===== src/rtl/nshift_pkg.sv =====
package nshift_pkg;

   // Sequencer state: idle accepts an instruction, write is the second cycle
   typedef enum logic {
      ST_IDLE  = 1'b0,
      ST_WRITE = 1'b1
   } nshift_state_e;

   // Decoded operation variant
   typedef struct packed {
      logic use_y;     // index Y instead of X
      logic post_inc;  // advance the index after the shift
   } nshift_op_t;

endpackage


===== src/rtl/nshift_decode.sv =====
module nshift_decode
   import nshift_pkg::*;
#(
   parameter int             OP_W    = 13,
   parameter logic [OP_W-1:0] OP_BASE = 13'h10E4
)(
   input  logic [OP_W-1:0] instr,
   output logic            valid,
   output nshift_op_t      op
);

   localparam int FAM_LSB = 2;

   // the two low bits pick the variant, so the base must leave them clear
   if (OP_W <= FAM_LSB) begin : g_bad_width
      $error("nshift_decode: OP_W too small");
   end
   if (OP_BASE[FAM_LSB-1:0] != '0) begin : g_bad_base
      $error("nshift_decode: OP_BASE low bits must be zero");
   end

   always_comb begin
      valid       = (instr[OP_W-1:FAM_LSB] == OP_BASE[OP_W-1:FAM_LSB]);
      op.use_y    = instr[1];
      op.post_inc = instr[0];
   end

endmodule


===== src/rtl/nshift_addr_gen.sv =====
module nshift_addr_gen
   import nshift_pkg::*;
#(
   parameter int ADDR_W     = 16,
   parameter int EXT_W      = 8,
   parameter bit EXT_ENABLE = 1'b1
)(
   input  nshift_op_t        op,
   input  logic [ADDR_W-1:0] idx_x,
   input  logic [ADDR_W-1:0] idx_y,
   input  logic [EXT_W-1:0]  ext_val,
   input  logic              flag_e,
   output logic [ADDR_W-1:0] addr
);

   localparam int PAGE_W = ADDR_W - EXT_W;

   if (PAGE_W < 1) begin : g_bad_width
      $error("nshift_addr_gen: ADDR_W must exceed EXT_W");
   end

   logic [ADDR_W-1:0] idx_addr;
   logic [ADDR_W-1:0] page_addr;
   logic              override;

   always_comb begin
      idx_addr  = op.use_y ? idx_y : idx_x;
      // X form lands in the lowest page, Y form in the highest
      page_addr = op.use_y ? {{PAGE_W{1'b1}}, ext_val} : {{PAGE_W{1'b0}}, ext_val};
   end

   if (EXT_ENABLE) begin : g_ext
      // the override is never applied to the post-increment forms
      assign override = flag_e & ~op.post_inc;
   end else begin : g_no_ext
      logic unused_ext;
      assign unused_ext = flag_e ^ (^page_addr);
      assign override   = 1'b0;
   end

   assign addr = override ? page_addr : idx_addr;

endmodule


===== src/rtl/nshift_alu.sv =====
module nshift_alu #(
   parameter int DATA_W = 4
)(
   input  logic [DATA_W-1:0] operand,
   output logic [DATA_W-1:0] result,
   output logic              carry,
   output logic              zero
);

   if (DATA_W < 2) begin : g_bad_width
      $error("nshift_alu: DATA_W must be at least 2");
   end

   for (genvar b = 0; b < DATA_W - 1; b++) begin : g_bit
      assign result[b] = operand[b+1];
   end
   assign result[DATA_W-1] = 1'b0;

   assign carry = operand[0];
   assign zero  = (result == '0);

endmodule


===== src/rtl/nshift_exec.sv =====
module nshift_exec
   import nshift_pkg::*;
#(
   parameter int              OP_W    = 13,
   parameter logic [OP_W-1:0] OP_BASE = 13'h10E4,
   parameter int              ADDR_W  = 16,
   parameter int              EXT_W   = 8,
   parameter int              DATA_W  = 4
)(
   input  logic              clk,
   input  logic              rst_n,
   input  logic              start,
   input  logic [OP_W-1:0]   instr,
   input  logic [ADDR_W-1:0] idx_x,
   input  logic [ADDR_W-1:0] idx_y,
   input  logic [EXT_W-1:0]  ext_val,
   input  logic              flag_e,
   input  logic              flag_i,
   input  logic              flag_c,
   input  logic              flag_z,
   output logic [ADDR_W-1:0] mem_addr,
   input  logic [DATA_W-1:0] mem_rdata,
   output logic [DATA_W-1:0] mem_wdata,
   output logic              mem_we,
   output logic              busy,
   output logic              done,
   output logic              illegal,
   output logic              flag_e_o,
   output logic              flag_i_o,
   output logic              flag_c_o,
   output logic              flag_z_o,
   output logic              idx_we,
   output logic              idx_sel,
   output logic [ADDR_W-1:0] idx_wdata
);

   localparam logic [ADDR_W-1:0] IDX_ONE = {{(ADDR_W-1){1'b0}}, 1'b1};

   nshift_state_e     state_q;
   nshift_op_t        dec_op;
   logic              dec_valid;
   logic [ADDR_W-1:0] gen_addr;
   logic              accept;

   logic [ADDR_W-1:0] addr_q;
   logic [DATA_W-1:0] rdata_q;
   logic [ADDR_W-1:0] idx_q;
   nshift_op_t        op_q;
   logic              flag_i_q;

   logic [DATA_W-1:0] alu_res;
   logic              alu_c;
   logic              alu_z;

   nshift_decode #(.OP_W(OP_W), .OP_BASE(OP_BASE)) u_decode (
      .instr (instr),
      .valid (dec_valid),
      .op    (dec_op)
   );

   nshift_addr_gen #(.ADDR_W(ADDR_W), .EXT_W(EXT_W), .EXT_ENABLE(1'b1)) u_addr (
      .op      (dec_op),
      .idx_x   (idx_x),
      .idx_y   (idx_y),
      .ext_val (ext_val),
      .flag_e  (flag_e),
      .addr    (gen_addr)
   );

   nshift_alu #(.DATA_W(DATA_W)) u_alu (
      .operand (rdata_q),
      .result  (alu_res),
      .carry   (alu_c),
      .zero    (alu_z)
   );

   assign accept  = (state_q == ST_IDLE) & start & dec_valid;
   assign illegal = (state_q == ST_IDLE) & start & ~dec_valid;
   assign busy    = (state_q == ST_WRITE);

   // cycle 1 samples the operand; cycle 2 writes it back
   always_ff @(posedge clk or negedge rst_n) begin
      if (!rst_n) begin
         state_q  <= ST_IDLE;
         addr_q   <= '0;
         rdata_q  <= '0;
         idx_q    <= '0;
         op_q     <= '0;
         flag_i_q <= 1'b0;
      end else begin
         case (state_q)
            ST_IDLE: begin
               if (accept) begin
                  state_q  <= ST_WRITE;
                  addr_q   <= gen_addr;
                  rdata_q  <= mem_rdata;
                  idx_q    <= dec_op.use_y ? idx_y : idx_x;
                  op_q     <= dec_op;
                  flag_i_q <= flag_i;
               end
            end
            default: state_q <= ST_IDLE;
         endcase
      end
   end

   always_comb begin
      mem_addr  = busy ? addr_q : gen_addr;
      mem_wdata = busy ? alu_res : '0;
      mem_we    = busy;
      done      = busy;
      flag_e_o  = busy ? 1'b0     : flag_e;
      flag_i_o  = busy ? flag_i_q : flag_i;
      flag_c_o  = busy ? alu_c    : flag_c;
      flag_z_o  = busy ? alu_z    : flag_z;
      idx_we    = busy & op_q.post_inc;
      idx_sel   = op_q.use_y;
      idx_wdata = idx_q + IDX_ONE;
   end


   done_follows_accept_chk: assert property (@(posedge clk) disable iff (!rst_n)
      done |-> $past(accept));

   write_addr_held_chk: assert property (@(posedge clk) disable iff (!rst_n)
      mem_we |-> (mem_addr == $past(mem_addr)));

   single_done_chk: assert property (@(posedge clk) disable iff (!rst_n)
      done |=> !done);

   top_bit_clear_chk: assert property (@(posedge clk) disable iff (!rst_n)
      mem_we |-> (mem_wdata[DATA_W-1] == 1'b0));

   carry_from_read_chk: assert property (@(posedge clk) disable iff (!rst_n)
      done |-> (flag_c_o == $past(mem_rdata[0])));

   zero_matches_write_chk: assert property (@(posedge clk) disable iff (!rst_n)
      done |-> (flag_z_o == (mem_wdata == '0)));

   ext_cleared_chk: assert property (@(posedge clk) disable iff (!rst_n)
      done |-> !flag_e_o);

   illegal_no_done_chk: assert property (@(posedge clk) disable iff (!rst_n)
      illegal |=> !done);

   idx_write_with_done_chk: assert property (@(posedge clk) disable iff (!rst_n)
      idx_we |-> done);

endmodule


===== config.mk =====
export PLATFORM = sky130hd
export DESIGN_NAME = nshift_exec
export DESIGN_NICKNAME = d
export VERILOG_FILES = /design/src/rtl/nshift_pkg.sv /design/src/rtl/nshift_decode.sv /design/src/rtl/nshift_addr_gen.sv /design/src/rtl/nshift_alu.sv /design/src/rtl/nshift_exec.sv
export SDC_FILE = /design/constraint.sdc
export NUM_CORES = 1
export LEC_CHECK = 0
export CORE_MARGIN = 1
export CORE_UTILIZATION = 45
export DETAILED_ROUTE_END_ITERATION = 8
export DONT_BUFFER_PORTS = 1
export GPL_TIMING_DRIVEN = 0
export PLACE_DENSITY = 0.57
export SETUP_SLACK_MARGIN = 0.2
export SYNTH_ARGS = -nofsm -noshare
export SYNTH_HDL_FRONTEND = slang
export SYNTH_SLANG_ARGS = --single-unit
export TNS_END_PERCENT = 50

===== constraint.sdc =====
create_clock -name clk -period 6.2 [get_ports clk]
set_input_delay 1.24 -clock clk [delete_from_list [all_inputs] [get_ports clk]]
set_output_delay 1.24 -clock clk [all_outputs]
set_load 0.005 [all_outputs]

# After elaboration in Yosys (flattened, before gate mapping)
# Index checks and enable logic that the tools add are counted.
op_classes:
  addsub: 1
  n_eq_ne: 1
  mux: 11
  bitwise_logic: 8
  reduce_logical: 2
op_table:
  columns: ["op", "n"]
  rows:
  - ["two-way mux 16 bit", 4]
  - ["adder 16 x 1 -> 16 bit (second input constant)", 1]
  - ["equality test 11 bit (second input constant)", 1]
  - ["two-way mux 1 bit", 6]
  - ["bitwise AND 1 bit", 5]
  - ["zero test 4 bit", 1]
  - ["two-way mux 3 bit", 1]
  - ["NOT 1 bit", 3]
  - ["AND reduction 2 bit", 1]
totals:
  reg_bits: 40
  inputBits: 64

# Depth between registers and ports, before layout
# Gate-level depths: netlist of the first run.
depth:
  word_depth: 5
  depth_mapped: 8

# By module
# Synthesis of the first run repeated with hierarchy kept, for this count alone.
hier_totals:
  cells_unflattened: 264
  area_unflattened_um2: 2763.9
by_module_without_submodules:
  columns: ["mod", "n_inst", "cells_per_inst", "area_per_inst_um2", "seq_area_each_um2"]
  rows:
  - ["nshift_exec", 1, 195, 2312.2, 1001.0]
  - ["nshift_addr_gen", 1, 56, 346.6, 0.0]
  - ["nshift_decode", 1, 6, 53.8, 0.0]
  - ["nshift_alu", 1, 7, 51.3, 0.0]

# Worst setup path after synthesis of the first run
# OpenSTA, ideal clock, no wires.
synth_path:
  kind: "input to output"
  start: "input port instr[1]"
  end: "output port mem_addr[4]"
  arrival_ps: 2433
  slack_ps: 2527
  stages: 5
  n_path_buf: 2
  path_cell_list: "clkbuf_1 clkbuf_1 mux2_2 mux2i_1 o21ai_0"
synth_via:
  elab_chain_len: 3
synth_rtl:
  columns: ["element", "line", "source"]
  rows:
  - ["start: declaration", "nshift_exec.sv:13", "input logic [OP_W-1:0] instr,"]
  - ["two-way mux 16 bit", "nshift_addr_gen.sv:27", "idx_addr = op.use_y ? idx_y : idx_x;"]
  - ["two-way mux 16 bit", "nshift_addr_gen.sv:41", "assign addr = override ? page_addr : idx_addr;"]
  - ["two-way mux 16 bit", "nshift_exec.sv:108", "mem_addr = busy ? addr_q : gen_addr;"]
  - ["end: declaration", "nshift_exec.sv:21", "output logic [ADDR_W-1:0] mem_addr,"]
# No other way between the ends.

# Worst setup path after layout of the first run
layout_path:
  start: "input port instr[1]"
  end: "output port mem_addr[5]"
# The elaborated chain is that of the path after synthesis.

==> results.cfg, run 1 <==
[run]
cap_violations = 0

[global_route]
grt_use_total = 0.221
grt-busiest-layer = met2
grt_pass1_vias = 2024
antenna_found_initial = 0
grt_pass1_wl_um = 10200
use_met2 = 0.371
grt_max_degree = 41
grt_use_met3 = 0.0659
grt_use_met1 = 0.277
grt-ovfl-total = 0

[timing]
skew_ps = 6.22
max_freq_mhz = 246
finalCriticalPeriod_ps = 4070
slew_headroom = 0.566
fin_setup_tns_ps = 0
finalHoldViolCount = 0
tightest_slew_ps = 651
rsz0062_at_grt = no
period_share = 0.657
drv_slew = 0
finalSetupViolCount = 0

[worst_setup_path]
critical_path_buf_inv_count = 2
path_max_fanout = 10
crit_chain = clkbuf_1 -> clkbuf_1 -> mux2_2 -> mux2i_1 -> o21ai_0
cp-end-kind = output port
crit_required_ps = 4960
path_common_cell = clkbuf_1
start_kind = input port
slowest_delay_ps = 550
cpMaxStageDelayCell = clkbuf_1
crit_type = in2out
path_delay_family = buffers and inverters
critPathArrivalTime_ps = 2830

[drt]
firstDrtPassIters = 4
num_vias = 1950
postRouteAntennaNets = 0
drt_wl_total_um = 6330
dr.first_iter.drc_count = 96
routed_via_density = 5.87
avgRoutedWirePerCell_um = 19.1
drc = 0

[cells_and_area]
post-route-util = 0.514
antenna_cells = 0
drive_above_1_share = 0.231
fin_nets = 324
area_growth_pct = 9.59

[clocking]
cts_tree = done
post-cts-setup-buffers = 0
cts_made_buffers = 5
cts_resized = 0
htree_levels = 2
numClockSinks = 40
cts_root_buf = clkbuf_8
clk_pin_slew_ps = 80
clk_latency_ps = 290
cts_hold_buf = 0
clk_path_buf_depth = 2

[placement]
hpwl_um = 4700
finalWeightedCongestion = 0.813
port_buffers = 0

[power]
cellPowerDensity_mw_per_mm2 = 215
max-vdd-ir-drop_v = 0.000103
p_leak_nw = 1.27

[floorplan]
dieArea_mm2 = 0.00608
num_rows = 27
initial_core_util = 0.469
die_x_um = 78.0
die_y_um = 78.0
ioPinCount = 110
core_mm2 = 0.00554

[synthesis]
syn_avg_cell_area_um2 = 10.3
synth_seq_area_share = 0.386
syn_inst = 252
ys_ff_latch = 40
ys_types = 37
yosysWarnings = 0
syn_area_mm2 = 0.00260
synth_nets = 317

[hold_path]
hp-class = reg2reg

[outcome]
status = completed
layout make-up:
cell class	count	area [µm²]
Clock buffer	5	68.8
Fill cell	527	2700
Multi-Input combinational cell	177	1400
Inverter	14	53.8
Clock inverter	3	90.1
Tap cell	72	90.1
Buffer	21	145
Sequential cell	40	1000
through the flow:
stage	setup WS (ps)	area, µm²	hold WS, ps	power [mW]	instances
2_1_floorplan	2530	2600	452	0.310	252
3_3_place_gp	2130	2690	468	0.321	324
3_5_place_dp	2110	2690	474	0.321	324
4_1_cts	2110	2850	493	0.618	332
5_1_grt	1970	2850	523	0.633	332
6_report	2130	2850	488	0.612	332
registers in the layout (all words and copies together) (netlist names):
signal	cells
op_q	1
idx_sel	1
idx_q	16
busy	1
addr_q	16
flag_i_q	1
rdata_q	4
worst reg2reg max path, delay by kind of cell, from the launching register on:
kind          cells  cell delay (ps)
simple gates      2              970
flops             1              430
buf+inv           4              550
mux               1              350
synthesized netlist by cell type:
cell | number | share of area
or4b_4 | 1 | 0.0053
mux2i_1 | 18 | 0.069
nor2_1 | 5 | 0.0072
buf_4 | 3 | 0.0087
buf_1 | 1 | 0.0014
ha_1 | 1 | 0.0048
nand4_1 | 3 | 0.0072
nand3_1 | 6 | 0.012
buf_6 | 5 | 0.022
mux2_4 | 2 | 0.012
nand2_1 | 20 | 0.029
buf_12 | 1 | 0.0077
o31ai_1 | 16 | 0.046
buf_2 | 1 | 0.0019
conb_1 | 1 | 0.0014
mux2_2 | 37 | 0.16
nor3_1 | 5 | 0.0096
nor2b_1 | 2 | 0.0048
nand4b_1 | 1 | 0.0034
o21ai_0 | 8 | 0.015
inv_1 | 12 | 0.017
a21oi_1 | 8 | 0.015
xor2_1 | 10 | 0.034
clkbuf_1 | 10 | 0.014
xnor2_1 | 4 | 0.013
mux2_1 | 1 | 0.0043
dfrtp_1 | 40 | 0.39
o41ai_1 | 8 | 0.027
or4_4 | 1 | 0.0043
clkinv_2 | 1 | 0.0019
nand2b_1 | 1 | 0.0024
a311oi_1 | 1 | 0.0034
or4b_1 | 1 | 0.0039
nor4_1 | 4 | 0.0096
and2_1 | 4 | 0.0096
clkinv_1 | 1 | 0.0014
nor3b_1 | 8 | 0.023
worst paths after layout:
check	start	endpoint	slack, ps	cells after the start
hold reg to reg	rdata_q[0]	rdata_q[0]	490	1
setup / recovery	instr[1]	mem_addr[5]	2130	5
hold / removal	rdata_q[0]	rdata_q[0]	490	1
setup reg to reg	busy	idx_q[10]	3800	7
min in group asynchronous	rst_n	idx_q[11]	630	0
max in group asynchronous	rst_n	busy	5480	0
kinds of logic (layout without fill, tap and decap cells):
kind of cell               Yosys count  count (layout)  synth area share
AOI/OAI and AO/OA                   41              41             0.107
muxes                               58              58             0.246
adders and majority gates            1               1           0.00482
and+or+nand+nor                     62              62             0.131
DFF                                 40              40             0.386
xor gates and xnor gates            14              14            0.0472
buffers and inverters               35              43            0.0766
other                                1               1           0.00144
per-layer routing:
metal,routed length (µm),part of all wire,up-vias
li1,-,-,921
met1,2730,0.43,942
met2,3050,0.48,78
met3,471,0.074,9
met4,74,0.012,0
met5,0,0,-
report_power, final:
part           leakage [nW]  total, mW  switching (mW)  internal [mW]
clock network        0.0784      0.296          0.0949          0.201
logic                 0.679     0.0509          0.0288         0.0221
registers             0.512      0.265         0.00180          0.263
cell usage in the layout, fill, tap and decap left out, types with 3 or more instances in the layout:
cell type  count
inv_1         12
o41ai_1        8
buf_6          5
o31ai_1       16
xor2_1        10
o21ai_0        8
xnor2_1        4
clkbuf_1      10
nor4_1         4
nor3b_1        8
a21oi_1        8
and2_1         4
mux2i_1       18
nor2_1         5
dfrtp_1       40
nand2_1       20
bufinv_16      3
nor3_1         5
nand4_1        3
clkbuf_8       5
mux2_2        37
nand3_1        6
buf_4          3
Power figures use the tool's default switching activity.
==> run 2, diff against run 1 <==
PLACE_DENSITY = 0.59   (was 0.57)
clock period = 3.6 ns   (was 6.2 ns; I/O delays follow)
==> run 2 against run 1 <==
Non-clock buffer count is the same. Clock skew is 0.73 ps lower. Largest cell class unchanged. Combinational power is 75% higher. Worst hold slack lost 380 ps. First-iteration DRC count is 1.0% lower. Routed wire length up 2.3%. Via count rose by 2.6%. Setup slack worse by 1700 ps. Global-route usage increased by 0.13 points.
==> results.cfg, run 2 (synthesis gave the netlist of run 1 again) <==
[cells_and_area]
drive_above_1_share = 0.227
final_common_cell = dfrtp_1
multiInputGateArea_mm2 = 0.00140
largestRegisters = addr_q (16), idx_q (16), rdata_q (4)
seqCellArea_mm2 = 0.00100
antenna_cells = 0
layout_common_cells = dfrtp_1, mux2_2, nand2_1, mux2i_1, o31ai_1
fin_nets = 324
finalNonFillerCells = 332
fill_cells = 569
area_growth_pct = 7.08
post-route-util = 0.502
finalInstanceArea_mm2 = 0.00278

[global_route]
grt-ovfl-total = 0
grt_max_degree = 41
grt_use_total = 0.222
grt_pass1_vias = 1927
grt_pass1_wl_um = 10100
antenna_found_initial = 0

[floorplan]
num_rows = 27
ioPinCount = 110
die_x_um = 78.0
initial_core_util = 0.469
dieArea_mm2 = 0.00608
die_y_um = 78.0
core_mm2 = 0.00554

[clocking]
numClockSinks = 40
htree_levels = 2
cts_root_buf = clkbuf_8
clk_latency_ps = 290
post-cts-setup-buffers = 0
cts_resized = 0
cts_tree = done
clk_path_buf_depth = 2
clk_pin_slew_ps = 80
cts_hold_buf = 0
cts_made_buffers = 5

[worst_setup_path]
critPathArrivalTime_ps = 2420
r2r-end = idx_q[10]
crit_type = in2out
cp-end-kind = output port
path_max_fanout = 10
start_kind = input port
reg2regPathDepth = 7
r2r_slack_ps = 1180
crit_required_ps = 2880
r2r-start = busy

[placement]
dp_cells = 324
post_dp_cell_area_mm2 = 0.00269
port_buffers = 0
dp_slack_ps = 471
finalWeightedCongestion = 0.804
hpwl_um = 4780

[drt]
avgRoutedWirePerCell_um = 19.5
routed_via_density = 6.02
dr.first_iter.drc_count = 95
postRouteAntennaNets = 0
num_vias = 2000
firstDrtPassIters = 5
drc = 0
drt_wl_total_um = 6470

[power]
p_leak_nw = 1.24
cellPowerDensity_mw_per_mm2 = 308
max-vdd-ir-drop_v = 0.000194
power.total_mw = 0.856

[timing]
finalCriticalPeriod_ps = 3140
finalHoldViolCount = 0
skew_ps = 5.49
rsz0062_at_grt = no
slew_headroom = 0.541
fin_setup_tns_ps = 0
finalSetupViolCount = 0
drv_slew = 0
period_share = 0.873
layout_setup_ws_ps = 457
max_freq_mhz = 318
tightest_slew_ps = 689
fin_hold_ws_ps = 111

[hold_path]
hp-class = in2async

[run]
cap_violations = 0

[outcome]
status = completed
-- run 2: changes by cell type in the layout (fill, tap and decap cells not counted), sizes merged --
cell,before,now
bufinv,3,0
clkbuf,15,17
clkinvlp,0,1
-- run 2: critical path, stage by stage --
cell      delay [ps]
clkbuf_1         250
clkbuf_1         390
clkbuf_1         480
a21oi_1          120
o31ai_1          450
-- run 2: area by class of cell --
cell class                      count  area share
Buffer                             21      0.0522
Clock buffer                        7      0.0311
Clock inverter                      1     0.00270
Inverter                           14      0.0194
Multi-Input combinational cell    177       0.502
Sequential cell                    40       0.360
Tap cell                           72      0.0324
-- run 2: how the worst max path moves through the flow --
stage | cells after the start | to | startpoint | slack [ps]
floorplan | 5 | mem_addr[4] | instr[1] | 970
global placement | 5 | mem_addr[14] | instr[1] | 490
detailed placement | 5 | mem_addr[14] | instr[1] | 470
CTS | 5 | mem_addr[14] | instr[1] | 450
global route | 5 | mem_addr[13] | instr[1] | 310
finish | 5 | mem_addr[14] | instr[1] | 460
-- run 2: power breakdown --
part / internal (mW) / total, mW / switching (mW)
combinational: 0.0382 / 0.0891 / 0.0509
sequential: 0.453 / 0.456 / 0.00310
clock: 0.156 / 0.311 / 0.156
total: 0.647 / 0.856 / 0.210
-- run 2: routing by layer --
layer,vias up,routed length (µm),track usage
met5,-,0,0
met4,0,80,0.0759
met3,8,469,0.0588
met2,88,3180,0.381
met1,981,2740,0.268
li1,923,-,-
==> run 3, diff against run 2 <==
CAP_MARGIN = 10   (was default)
CORE_MARGIN = 4   (was 1)
==> run 3 against run 2 <==
Power up 0.73%. Sequential share of layout area about the same. Non-clock buffer count stayed put. Combinational power hardly changed. Largest cell class unchanged. Largest power group unchanged.
==> results.cfg, run 3 (synthesis gave the netlist of run 1 again) <==
[outcome]
status = completed

[power]
power.total_mw = 0.863
p_leak_nw = 1.24
max-vdd-ir-drop_v = 0.000183
cellPowerDensity_mw_per_mm2 = 310

[timing]
slew_headroom = 0.556
skew_ps = 6.09
finalHoldViolCount = 0
finalCriticalPeriod_ps = 3100
max_freq_mhz = 322
drv_slew = 0
tightest_slew_ps = 666
period_share = 0.862
finalSetupViolCount = 0
fin_setup_tns_ps = 0
rsz0062_at_grt = no

[worst_setup_path]
reg2regPathDepth = 7
crit_type = in2out
cpMaxStageDelayCell = clkbuf_1
r2r-end = idx_q[8]
slowest_delay_ps = 480
crit_required_ps = 2880
r2r-start = busy
start_kind = input port
critPathArrivalTime_ps = 2380
cp-end-kind = output port
crit_chain = clkbuf_1 -> clkbuf_1 -> clkbuf_1 -> a21oi_1 -> o31ai_1
r2r_slack_ps = 1190
path_common_cell = clkbuf_1
path_max_fanout = 10

[clocking]
htree_levels = 2
numClockSinks = 40
post-cts-setup-buffers = 0
cts_tree = done
clk_latency_ps = 310
cts_root_buf = clkbuf_8
cts_made_buffers = 5
cts_resized = 0
clk_pin_slew_ps = 80
cts_hold_buf = 0
clk_path_buf_depth = 2

[cells_and_area]
final_common_cell = dfrtp_1
area_growth_pct = 7.04
drive_above_1_share = 0.231
fin_nets = 324
fill_cells = 549
layout_common_cells = dfrtp_1, mux2_2, nand2_1, mux2i_1, o31ai_1
largestRegisters = addr_q (16), idx_q (16), rdata_q (4)
post-route-util = 0.502
antenna_cells = 0

[drt]
firstDrtPassIters = 4
avgRoutedWirePerCell_um = 20.8
drc = 0
routed_via_density = 5.88
drt_wl_total_um = 6910
dr.first_iter.drc_count = 121
postRouteAntennaNets = 0
num_vias = 1951

[floorplan]
core_mm2 = 0.00554
dieArea_mm2 = 0.00705
die_x_um = 84.0
num_rows = 27
die_y_um = 84.0
ioPinCount = 110
initial_core_util = 0.469

[placement]
hpwl_um = 5110
finalWeightedCongestion = 0.810
port_buffers = 0

[global_route]
grt_max_degree = 41
grt_pass1_vias = 2114
grt-ovfl-total = 0
antenna_found_initial = 0
grt_use_total = 0.197
grt_pass1_wl_um = 11000

[run]
cap_violations = 0

[hold_path]
hp-class = in2async
-- run 3: critical path: cells and delay by family --
kind,cells,cell delay [ps]
buffers and inverters,3,1100
AO/OA/AOI/OAI,2,570
-- run 3: worst max-delay path by stage --
| stage | startpoint | to | cells after the start |
|---|---|---|---|
| after floorplan | instr[1] | mem_addr[4] | 5 |
| after global placement | instr[1] | mem_addr[14] | 5 |
| after detailed placement | instr[1] | mem_addr[14] | 5 |
| after CTS | instr[1] | mem_addr[14] | 5 |
| after global routing | instr[1] | mem_addr[14] | 5 |
| final | instr[1] | mem_addr[14] | 5 |
-- run 3: area by class of cell --
class	instances	area (µm²)	share of cell area
plain buffers	21	145	0.0522
multi-input cells	177	1400	0.502
clock inverters	2	10.0	0.00360
clock buffers	6	82.6	0.0297
well taps	72	90.1	0.0324
flip-flops and latches	40	1000	0.360
inverters	14	53.8	0.0194
-- run 3: power breakdown --
group | switching (mW) | internal (mW) | leakage (nW)
Clock | 0.165 | 0.153 | 0.0510
Combinational | 0.0510 | 0.0382 | 0.679
Sequential | 0.00308 | 0.453 | 0.512
Total | 0.219 | 0.644 | 1.24
-- run 3: routing by layer --
metal	track usage	share of wire	vias to the layer above
li1	-	-	925
met1	0.246	0.42	934
met2	0.320	0.48	81
met3	0.0612	0.072	11
met4	0.0731	0.019	0
met5	0	0	-
-- run 3: through the flow --
stage	std cells	area, µm²	hold WS, ps	worst slack [ps]
2_1_floorplan	252	2600	424	967
3_3_place_gp	324	2690	426	471
3_5_place_dp	324	2690	426	453
4_1_cts	332	2780	93.5	459
5_1_grt	332	2780	87.4	288
6_report	332	2780	99.5	495
